<file path="config.mk">
export PLATFORM = sky130hd
export DESIGN_NAME = adc_rd_ctrl
export DESIGN_NICKNAME = d
export VERILOG_FILES = /design/src/rtl/adc_rd_pkg.sv /design/src/rtl/adc_rd_timer.sv /design/src/rtl/adc_rd_shift.sv /design/src/rtl/adc_rd_ctrl.sv
export SDC_FILE = /design/constraint.sdc
export NUM_CORES = 1
export LEC_CHECK = 0
export BUFFER_PORTS_ARGS = -buffer_cell sky130_fd_sc_hd__buf_2
export CORE_MARGIN = 4
export CORE_UTILIZATION = 60
export DETAILED_ROUTE_END_ITERATION = 10
export PLACE_DENSITY = 0.81
export SYNTH_ARGS = -nofsm -noshare
export SYNTH_HDL_FRONTEND = slang
export SYNTH_SLANG_ARGS = --single-unit
</file>
<file path="constraint.sdc">
create_clock -name clk -period 2.49 [get_ports clk]
set_input_delay 0.1245 -clock clk [delete_from_list [all_inputs] [get_ports clk]]
set_output_delay 0.1245 -clock clk [all_outputs]
set_load 0.005 [all_outputs]
</file>
<file path="src/rtl/adc_rd_pkg.sv">
package adc_rd_pkg;

  typedef enum logic [2:0] {
    ST_IDLE,
    ST_SETUP,
    ST_LOW,
    ST_HIGH,
    ST_HOLD,
    ST_QUIET
  } link_st_t;

  function automatic int cnt_max4(input int a, input int b, input int c, input int d);
    int m;
    m = a;
    if (b > m) m = b;
    if (c > m) m = c;
    if (d > m) m = d;
    return m;
  endfunction

endpackage

</file>
<file path="src/rtl/adc_rd_timer.sv">
module adc_rd_timer #(
  parameter int CNT_W = 4
) (
  input  logic             clk,
  input  logic             rst,
  input  logic             load,
  input  logic [CNT_W-1:0] load_val,
  output logic [CNT_W-1:0] cnt,
  output logic             expired
);

  always_ff @(posedge clk) begin
    if (rst) begin
      cnt <= '0;
    end else if (load) begin
      cnt <= load_val;
    end else if (cnt != '0) begin
      cnt <= cnt - 1'b1;
    end
  end

  assign expired = (cnt == '0);

endmodule

</file>
<file path="src/rtl/adc_rd_shift.sv">
module adc_rd_shift #(
  parameter int WIDTH = 16
) (
  input  logic             clk,
  input  logic             rst,
  input  logic             clr,
  input  logic             en,
  input  logic             din,
  output logic [WIDTH-1:0] q
);

  always_ff @(posedge clk) begin
    if (rst || clr) begin
      q <= '0;
    end else if (en) begin
      q <= {q[WIDTH-2:0], din};
    end
  end

endmodule

</file>
<file path="src/rtl/adc_rd_ctrl.sv">
module adc_rd_ctrl
  import adc_rd_pkg::*;
#(
  parameter int DATA_W      = 12,
  parameter int LEAD_W      = 4,
  parameter int HALF_CYC    = 5,
  parameter int SETUP_CYC   = 3,
  parameter int HOLD_CYC    = 3,
  parameter int QUIET_CYC   = 12,
  parameter bit SAMPLE_LATE = 1'b1
) (
  input  logic              clk,
  input  logic              rst,
  input  logic              start,
  input  logic              adc_sdo,
  output logic              adc_cs_n,
  output logic              adc_sclk,
  output logic              busy,
  output logic [DATA_W-1:0] result_data,
  output logic              result_valid,
  output logic              frame_err
);

  localparam int FRAME_W = DATA_W + LEAD_W;
  localparam int MAX_CNT = cnt_max4(HALF_CYC, SETUP_CYC, HOLD_CYC, QUIET_CYC);
  localparam int CNT_W   = $clog2(MAX_CNT + 1);
  localparam int BIT_W   = $clog2(FRAME_W);

  localparam logic [CNT_W-1:0] LD_HALF  = CNT_W'(HALF_CYC - 1);
  localparam logic [CNT_W-1:0] LD_SETUP = CNT_W'(SETUP_CYC - 1);
  localparam logic [CNT_W-1:0] LD_HOLD  = CNT_W'(HOLD_CYC - 1);
  localparam logic [CNT_W-1:0] LD_QUIET = CNT_W'(QUIET_CYC - 1);
  localparam logic [BIT_W-1:0] LAST_BIT = BIT_W'(FRAME_W - 1);

  link_st_t st, st_nxt;

  logic             tmr_load;
  logic [CNT_W-1:0] tmr_val;
  logic [CNT_W-1:0] tmr_cnt;
  logic             tmr_done;
  logic             sh_clr;
  logic             sh_en;
  logic [FRAME_W-1:0] sh_q;
  logic [BIT_W-1:0] bit_idx;
  logic             bit_last;

  adc_rd_timer #(.CNT_W(CNT_W)) u_tmr (
    .clk      (clk),
    .rst      (rst),
    .load     (tmr_load),
    .load_val (tmr_val),
    .cnt      (tmr_cnt),
    .expired  (tmr_done)
  );

  adc_rd_shift #(.WIDTH(FRAME_W)) u_shift (
    .clk (clk),
    .rst (rst),
    .clr (sh_clr),
    .en  (sh_en),
    .din (adc_sdo),
    .q   (sh_q)
  );

  assign bit_last = (bit_idx == LAST_BIT);

  // Sampling instant inside the high phase: first or last system cycle
  generate
    if (SAMPLE_LATE) begin : g_late
      assign sh_en = (st == ST_HIGH) && tmr_done;
    end else begin : g_early
      assign sh_en = (st == ST_HIGH) && (tmr_cnt == LD_HALF);
    end
  endgenerate

  always_comb begin
    st_nxt   = st;
    tmr_load = 1'b0;
    tmr_val  = '0;
    sh_clr   = 1'b0;
    case (st)
      ST_IDLE: if (start) begin
        st_nxt   = ST_SETUP;
        tmr_load = 1'b1;
        tmr_val  = LD_SETUP;
        sh_clr   = 1'b1;
      end
      ST_SETUP: if (tmr_done) begin
        st_nxt   = ST_LOW;
        tmr_load = 1'b1;
        tmr_val  = LD_HALF;
      end
      ST_LOW: if (tmr_done) begin
        st_nxt   = ST_HIGH;
        tmr_load = 1'b1;
        tmr_val  = LD_HALF;
      end
      ST_HIGH: if (tmr_done) begin
        tmr_load = 1'b1;
        if (bit_last) begin
          st_nxt  = ST_HOLD;
          tmr_val = LD_HOLD;
        end else begin
          st_nxt  = ST_LOW;
          tmr_val = LD_HALF;
        end
      end
      ST_HOLD: if (tmr_done) begin
        st_nxt   = ST_QUIET;
        tmr_load = 1'b1;
        tmr_val  = LD_QUIET;
      end
      ST_QUIET: if (tmr_done) begin
        st_nxt = ST_IDLE;
      end
      default: st_nxt = ST_IDLE;
    endcase
  end

  always_ff @(posedge clk) begin
    if (rst) begin
      st           <= ST_IDLE;
      bit_idx      <= '0;
      adc_cs_n     <= 1'b1;
      adc_sclk     <= 1'b1;
      busy         <= 1'b0;
      result_data  <= '0;
      result_valid <= 1'b0;
      frame_err    <= 1'b0;
    end else begin
      st           <= st_nxt;
      busy         <= (st_nxt != ST_IDLE);
      result_valid <= 1'b0;
      if (sh_clr) begin
        bit_idx <= '0;
      end else if (st == ST_HIGH && tmr_done && !bit_last) begin
        bit_idx <= bit_idx + 1'b1;
      end
      if (st == ST_IDLE && st_nxt == ST_SETUP) adc_cs_n <= 1'b0;
      if (st == ST_HOLD && st_nxt == ST_QUIET) begin
        adc_cs_n     <= 1'b1;
        result_valid <= 1'b1;
        result_data  <= sh_q[DATA_W-1:0];
        frame_err    <= |sh_q[FRAME_W-1:DATA_W];
      end
      if (st_nxt == ST_LOW && st != ST_LOW) adc_sclk <= 1'b0;
      if (st_nxt == ST_HIGH && st != ST_HIGH) adc_sclk <= 1'b1;
    end
  end

endmodule

</file>
==> results.ini, run 1 <==
[floorplanning]
core_area_um2=3053
chipHeight_um=64.32
chipWidth_um=64.32
boundaryPins=21
num_rows=20
die_area_um2=4137
start_util=0.6234

[final_layout]
drive_gt1_frac=0.2043
mostFrequentLayoutCells=nand2_1, dfxtp_1, a21oi_1
synthToLayoutAreaGrowth_pct=5.720
instances_no_fill=279
diodes=0
finalInstanceArea_um2=2012
final_common_cell=nand2_1
fill_cells=268
nNetsFinal=243

[timing]
fin_tns_setup_ns=0
maxSlewViolCount=0
finalCriticalPeriod_ns=2.037
skew_ns=0.004694
post-route-period-util=0.8180
relSlewSlack=0.5492
tightest_slew_ns=0.6752
setup_violations=0
fmax_mhz=491.0
finalWorstSetupSlack_ns=0.4532
hold_violations=0
rsz0062_at_grt=no

[power_and_ir_drop]
cellLeakagePower_nw=0.7355
peakVddDrop_uv=363.8
power.total_w=0.001691
powerDensity_nw_per_um2=840.7

[worst_setup_path]
rrSetupSlack_ns=0.45
critical_path_class=reg2reg
startpoint_type=register
worstPathRequired_ns=2.77
cp-end-kind=register
cp.arrival_ns=2.31
path_max_fanout=14

[routing]
first_pass_iters=4
num_vias=1498
drtIter0Drc=100
drc=0
final_antenna_net_count=0
drt_wl_total_um=3442
wl_per_cell_um=12.34
vias_per_cell=5.369

[clocking]
numCtsBuffers=5
cts_tree=done
ctsResizeCount=0
clock_latency_ns=0.34
htreeDepth=2
cts.sinks=44
cts_hold_buf=0
post_cts_buffers=0
root_buffer=clkbuf_4
path_clk_slew_ns=0.11
clockBufferDepth=2

[global_routing]
grt_pass1_wl_um=6189
grt_pass1_vias=1349
grt.total_usage=0.1913
antenna_found_initial=0
globalRouteOverflowTotal=0
grt_max_degree=22

[logic_synthesis]
synth-xor-area-share=0.01381
synth_compound_area_frac=0.1907
syn_inst=222
ys_ff_latch=44
yosysUniqueCellTypes=40
synthAdderAreaFrac=0.01315
yosysWarningCount=0
synthesis.area_um2=1903
muxShareOfSynthArea=0.005260
synth_top_family_by_area=simple AND/OR/NAND/NOR gates
syn_avg_cell_area_um2=8.572
yosys.area_share.simple=0.2465
ys_seq_area_frac=0.4629
synth_nets=228

[placed_design]
port_buffers=20
place_ws_ns=0.4552
place_congestion=0.8391
dp_hpwl_um=2407
dp.cells=274
place_area_um2=1974

[job]
maxCapViolations=0

[worst_hold_path]
hp-class=in2reg

[outcome]
status=finished clean

==> synthesized netlist by cell type (all sizes together) <==
master	number	area [um^2]
o21ai	4	20.02
xnor2	1	8.760
and4	2	17.52
nor2	11	48.80
nand3	7	40.04
a31oi	1	6.260
o41ai	2	25.03
a211oi	3	27.52
and3	3	18.77
nor3b	2	31.28
o311a	1	10.01
o2111a	1	11.26
xor2	2	17.52
buf	10	87.58
nor3	4	25.02
dfxtp	44	880.8
a21oi	38	231.5
mux2i	1	10.01
ha	2	25.02
or3b	1	11.26
nor4	2	12.51
a221oi	1	8.760
inv	6	22.52
nor2b	4	32.53
clkbuf	5	18.77
nand4	1	6.260
nand2	60	225.2
a211o	1	8.760
a21o	1	7.510
o22ai	1	6.260
==> worst max-delay path: stages, from the launching register on <==
cell and delay (ns):
dfxtp_1 0.35, inv_1 0.06, ha_1 0.20, nor3b_4 0.45, and3_1 0.58, o41ai_1 0.16
a21oi_1 0.16
==> state kept, by name (all words and copies together), names as in the netlist <==
signal and count:
adc_sclk 1, frame_err 1, bit_idx 4, st 3, adc_cs_n 1, u_tmr.cnt 4, busy 1, result_data 12
result_valid 1, u_shift.q 16
==> final timing paths <==
path	startpoint	to	cells after the start
min	adc_sdo	u_shift.q[0]	3
max	u_tmr.cnt[0]	frame_err	6
max reg2reg	u_tmr.cnt[0]	frame_err	6
min reg2reg	result_data[2]	result_data[2]	2
==> power by group <==
group / internal (W) / switching [W] / leakage, nW / total (W)
combinational: 0.000245 / 0.000313 / 0.356 / 0.000558
sequential: 0.000761 / 0.0000812 / 0.356 / 0.000842
clock: 0.0000947 / 0.000197 / 0.0230 / 0.000292
total: 0.00110 / 0.000591 / 0.735 / 0.00169
==> metrics by stage <==
stage	util	hold slack, ns
finish	0.6590	0.02077
global placement	0.6467	0.3823
detailed placement	0.6467	0.3865
global route	0.6590	0.03557
floorplan	-	0.2605
CTS	0.6590	0.01669
==> layout make-up <==
class | instances | area [um^2] | area share
clock buffers | 5 | 37.54 | 0.01866
multi-input cells | 157 | 893.4 | 0.4440
inverters | 6 | 22.52 | 0.01119
repair buffers | 23 | 122.6 | 0.06095
well taps | 44 | 55.05 | 0.02736
flip-flops and latches | 44 | 880.8 | 0.4378
==> metal layers <==
| metal | track usage | part of all wire |
|---|---|---|
| met2 | 0.2771 | 0.45 |
| met1 | 0.2632 | 0.49 |
| met5 | 0 | 0 |
| met3 | 0.04218 | 0.032 |
| met4 | 0.1029 | 0.030 |
==> logic make-up (layout without fill, tap and decap cells) <==
family | count (synthesis) | in the layout
and+or+nand+nor | 97 | 97
muxes | 1 | 1
buffers and inverters | 21 | 34
adders and majority gates | 2 | 2
DFF | 44 | 44
AOI/OAI and AO/OA | 54 | 54
xor gates and xnor gates | 3 | 3
No activity file was read; power rests on OpenSTA's default activity.
==> inputs of run 2 (changes only) <==
- CORE_UTILIZATION: 60 -> 57
- PLACE_DENSITY: 0.81 -> 0.78
- clock period: 2.49 -> 2.1 ns (I/O delays scaled with it)
==> results.ini, run 2 (same netlist as run 1, synthesis figures left out) <==
[outcome]
status=finished clean  ; unchanged

[final_layout]
nNetsFinal=248  ; was 243
top_register=u_shift.q  ; unchanged
diodes=0  ; unchanged
fill_cells=270  ; was 268
largest_reg_flops=16  ; unchanged
mostFrequentLayoutCells=nand2_1, dfxtp_1, a21oi_1  ; unchanged
largestRegisters=u_shift.q: 16 flops, result_data: 12 flops  ; unchanged
final_common_cell=nand2_1  ; unchanged
finalInstanceArea_um2=2098  ; was 2012 um^2
synthToLayoutAreaGrowth_pct=10.26  ; was 5.720%
drive_gt1_frac=0.2263  ; was 0.2043
instances_no_fill=287  ; was 279

[worst_setup_path]
cp_slowest_cell=nor3b_4  ; was and3_1
critical_path_class=reg2reg  ; unchanged
cp.arrival_ns=2.19  ; was 2.31 ns
rrSetupSlack_ns=0.19  ; was 0.45 ns
worstPathRequired_ns=2.38  ; was 2.77 ns
path_max_fanout=17  ; was 14
path_cells=inv_1 -> ha_1 -> nor3b_4 -> nand3_2 -> o41ai_2  ; was inv_1 -> ha_1 -> nor3b_4 -> and3_1 -> o41ai_1 -> a21oi_1
cp_slowest_stage_delay_ns=0.44  ; was 0.58 ns
startpoint_type=register  ; unchanged
cp-end-kind=register  ; unchanged

[job]
maxCapViolations=0  ; unchanged

[routing]
final_antenna_net_count=0  ; unchanged
wl_per_cell_um=12.33  ; was 12.34 um
drc=0  ; unchanged
first_pass_iters=4  ; unchanged
num_vias=1542  ; was 1498
vias_per_cell=5.373  ; was 5.369
drt_wl_total_um=3540  ; was 3442 um
drtIter0Drc=106  ; was 100

[floorplanning]
chipHeight_um=65.78  ; was 64.32 um
start_util=0.6084  ; was 0.6234
boundaryPins=21  ; unchanged
num_rows=20  ; unchanged
core_area_um2=3128  ; was 3053 um^2
chipWidth_um=65.78  ; was 64.32 um
die_area_um2=4327  ; was 4137 um^2

[clocking]
post_cts_buffers=0  ; unchanged
htreeDepth=2  ; unchanged
numCtsBuffers=5  ; unchanged
clock_latency_ns=0.37  ; was 0.34 ns
cts_tree=done  ; unchanged
clockBufferDepth=2  ; unchanged
path_clk_slew_ns=0.13  ; was 0.11 ns
cts.sinks=44  ; unchanged
root_buffer=clkbuf_4  ; unchanged

[global_routing]
grt_max_degree=22  ; unchanged
grt_pass1_wl_um=6389  ; was 6189 um
globalRouteOverflowTotal=0  ; unchanged
antenna_found_initial=0  ; unchanged
grt_pass1_vias=1429  ; was 1349
grt.total_usage=0.1931  ; was 0.1913

[power_and_ir_drop]
powerDensity_nw_per_um2=1057  ; was 840.7 nW/um^2
cellLeakagePower_nw=0.7781  ; was 0.7355 nW
peakVddDrop_uv=553.2  ; was 363.8 uV

[timing]
hold_violations=0  ; unchanged
setup_violations=0  ; unchanged
post-route-period-util=0.9095  ; was 0.8180
tightest_slew_ns=0.4445  ; was 0.6752 ns
skew_ns=0.009347  ; was 0.004694 ns
maxSlewViolCount=0  ; unchanged
fmax_mhz=523.6  ; was 491.0 MHz
finalWorstSetupSlack_ns=0.1901  ; was 0.4532 ns
finalCriticalPeriod_ns=1.910  ; was 2.037 ns
fin_tns_setup_ns=0  ; unchanged
rsz0062_at_grt=no  ; unchanged
relSlewSlack=0.7034  ; was 0.5492

[placed_design]
place_area_um2=2004  ; was 1974 um^2
port_buffers=20  ; unchanged
dp.cells=278  ; was 274
place_congestion=0.8614  ; was 0.8391
dp_hpwl_um=2431  ; was 2407 um
place_ws_ns=0.2222  ; was 0.4552 ns

[worst_hold_path]
hp-class=in2reg  ; unchanged

## run 2: cell count changes in the layout (fill, tap and decap cells not counted), sizes merged
cell         previous run  this run
dlygate4sd3             0         1
bufinv                  0         1
inv                     6         7
clkinvlp                0         1
buf                    23        27
## run 2: cell type report
cell class                      count  area, um^2  area share
Sequential cell                    44       880.8      0.4198
Clock inverter                      3       46.29     0.02206
Tap cell                           44       55.05     0.02624
Multi-Input combinational cell    157       893.4      0.4258
Clock buffer                        5       37.54     0.01789
Inverter                            6       22.52     0.01073
Timing Repair Buffer               28       162.7     0.07752
## run 2: stage by stage
step	total power, W	util	hold slack (ns)
floorplan	0.001574	-	0.2410
global placement	0.001678	0.6408	0.3653
detailed placement	0.001685	0.6408	0.3647
CTS	0.002225	0.6708	0.04379
global route	0.002352	0.6708	0.06124
finish	0.002217	0.6708	0.05236
## run 2: what timing repair did
action	in CTS	in global routing
gates resized for setup	0	0
endpoints found under the hold margin	1	0
hold buffers	1	0
## run 2: layer usage
| metal | global-route usage | vias up | routed length (um) |
|---|---|---|---|
| met4 | 0.1088 | 0 | 80 |
| met3 | 0.04082 | 9 | 195 |
| met1 | 0.2543 | 697 | 1691 |
| met2 | 0.2916 | 45 | 1572 |
| li1 | - | 791 | - |
| met5 | 0 | - | 0 |
## run 2: critical path: cells and delay by family, from the launching register on
family / cells / cell delay (ns)
AND/OR/NAND/NOR: 2 / 0.85
adder cells (fa/ha/maj): 1 / 0.20
buffers and inverters: 1 / 0.07
flip-flops: 1 / 0.36
AO/OA/AOI/OAI: 1 / 0.36
## run 2: where the power goes
group          switching (W)  total (W)  leakage, nW  internal, W
clock network       0.000290   0.000544       0.0418     0.000254
registers          0.0000954   0.000998        0.356     0.000903
logic               0.000379   0.000675        0.380     0.000296
total               0.000764    0.00222        0.778      0.00145
## run 2: final timing paths
| kind | depth (start not counted) | start | endpoint |
|---|---|---|---|
| max | 5 | u_tmr.cnt[0] | bit_idx[3] |
| min | 3 | start | busy |
| min reg2reg | 2 | result_data[8] | result_data[8] |
| max reg2reg | 5 | u_tmr.cnt[0] | bit_idx[3] |
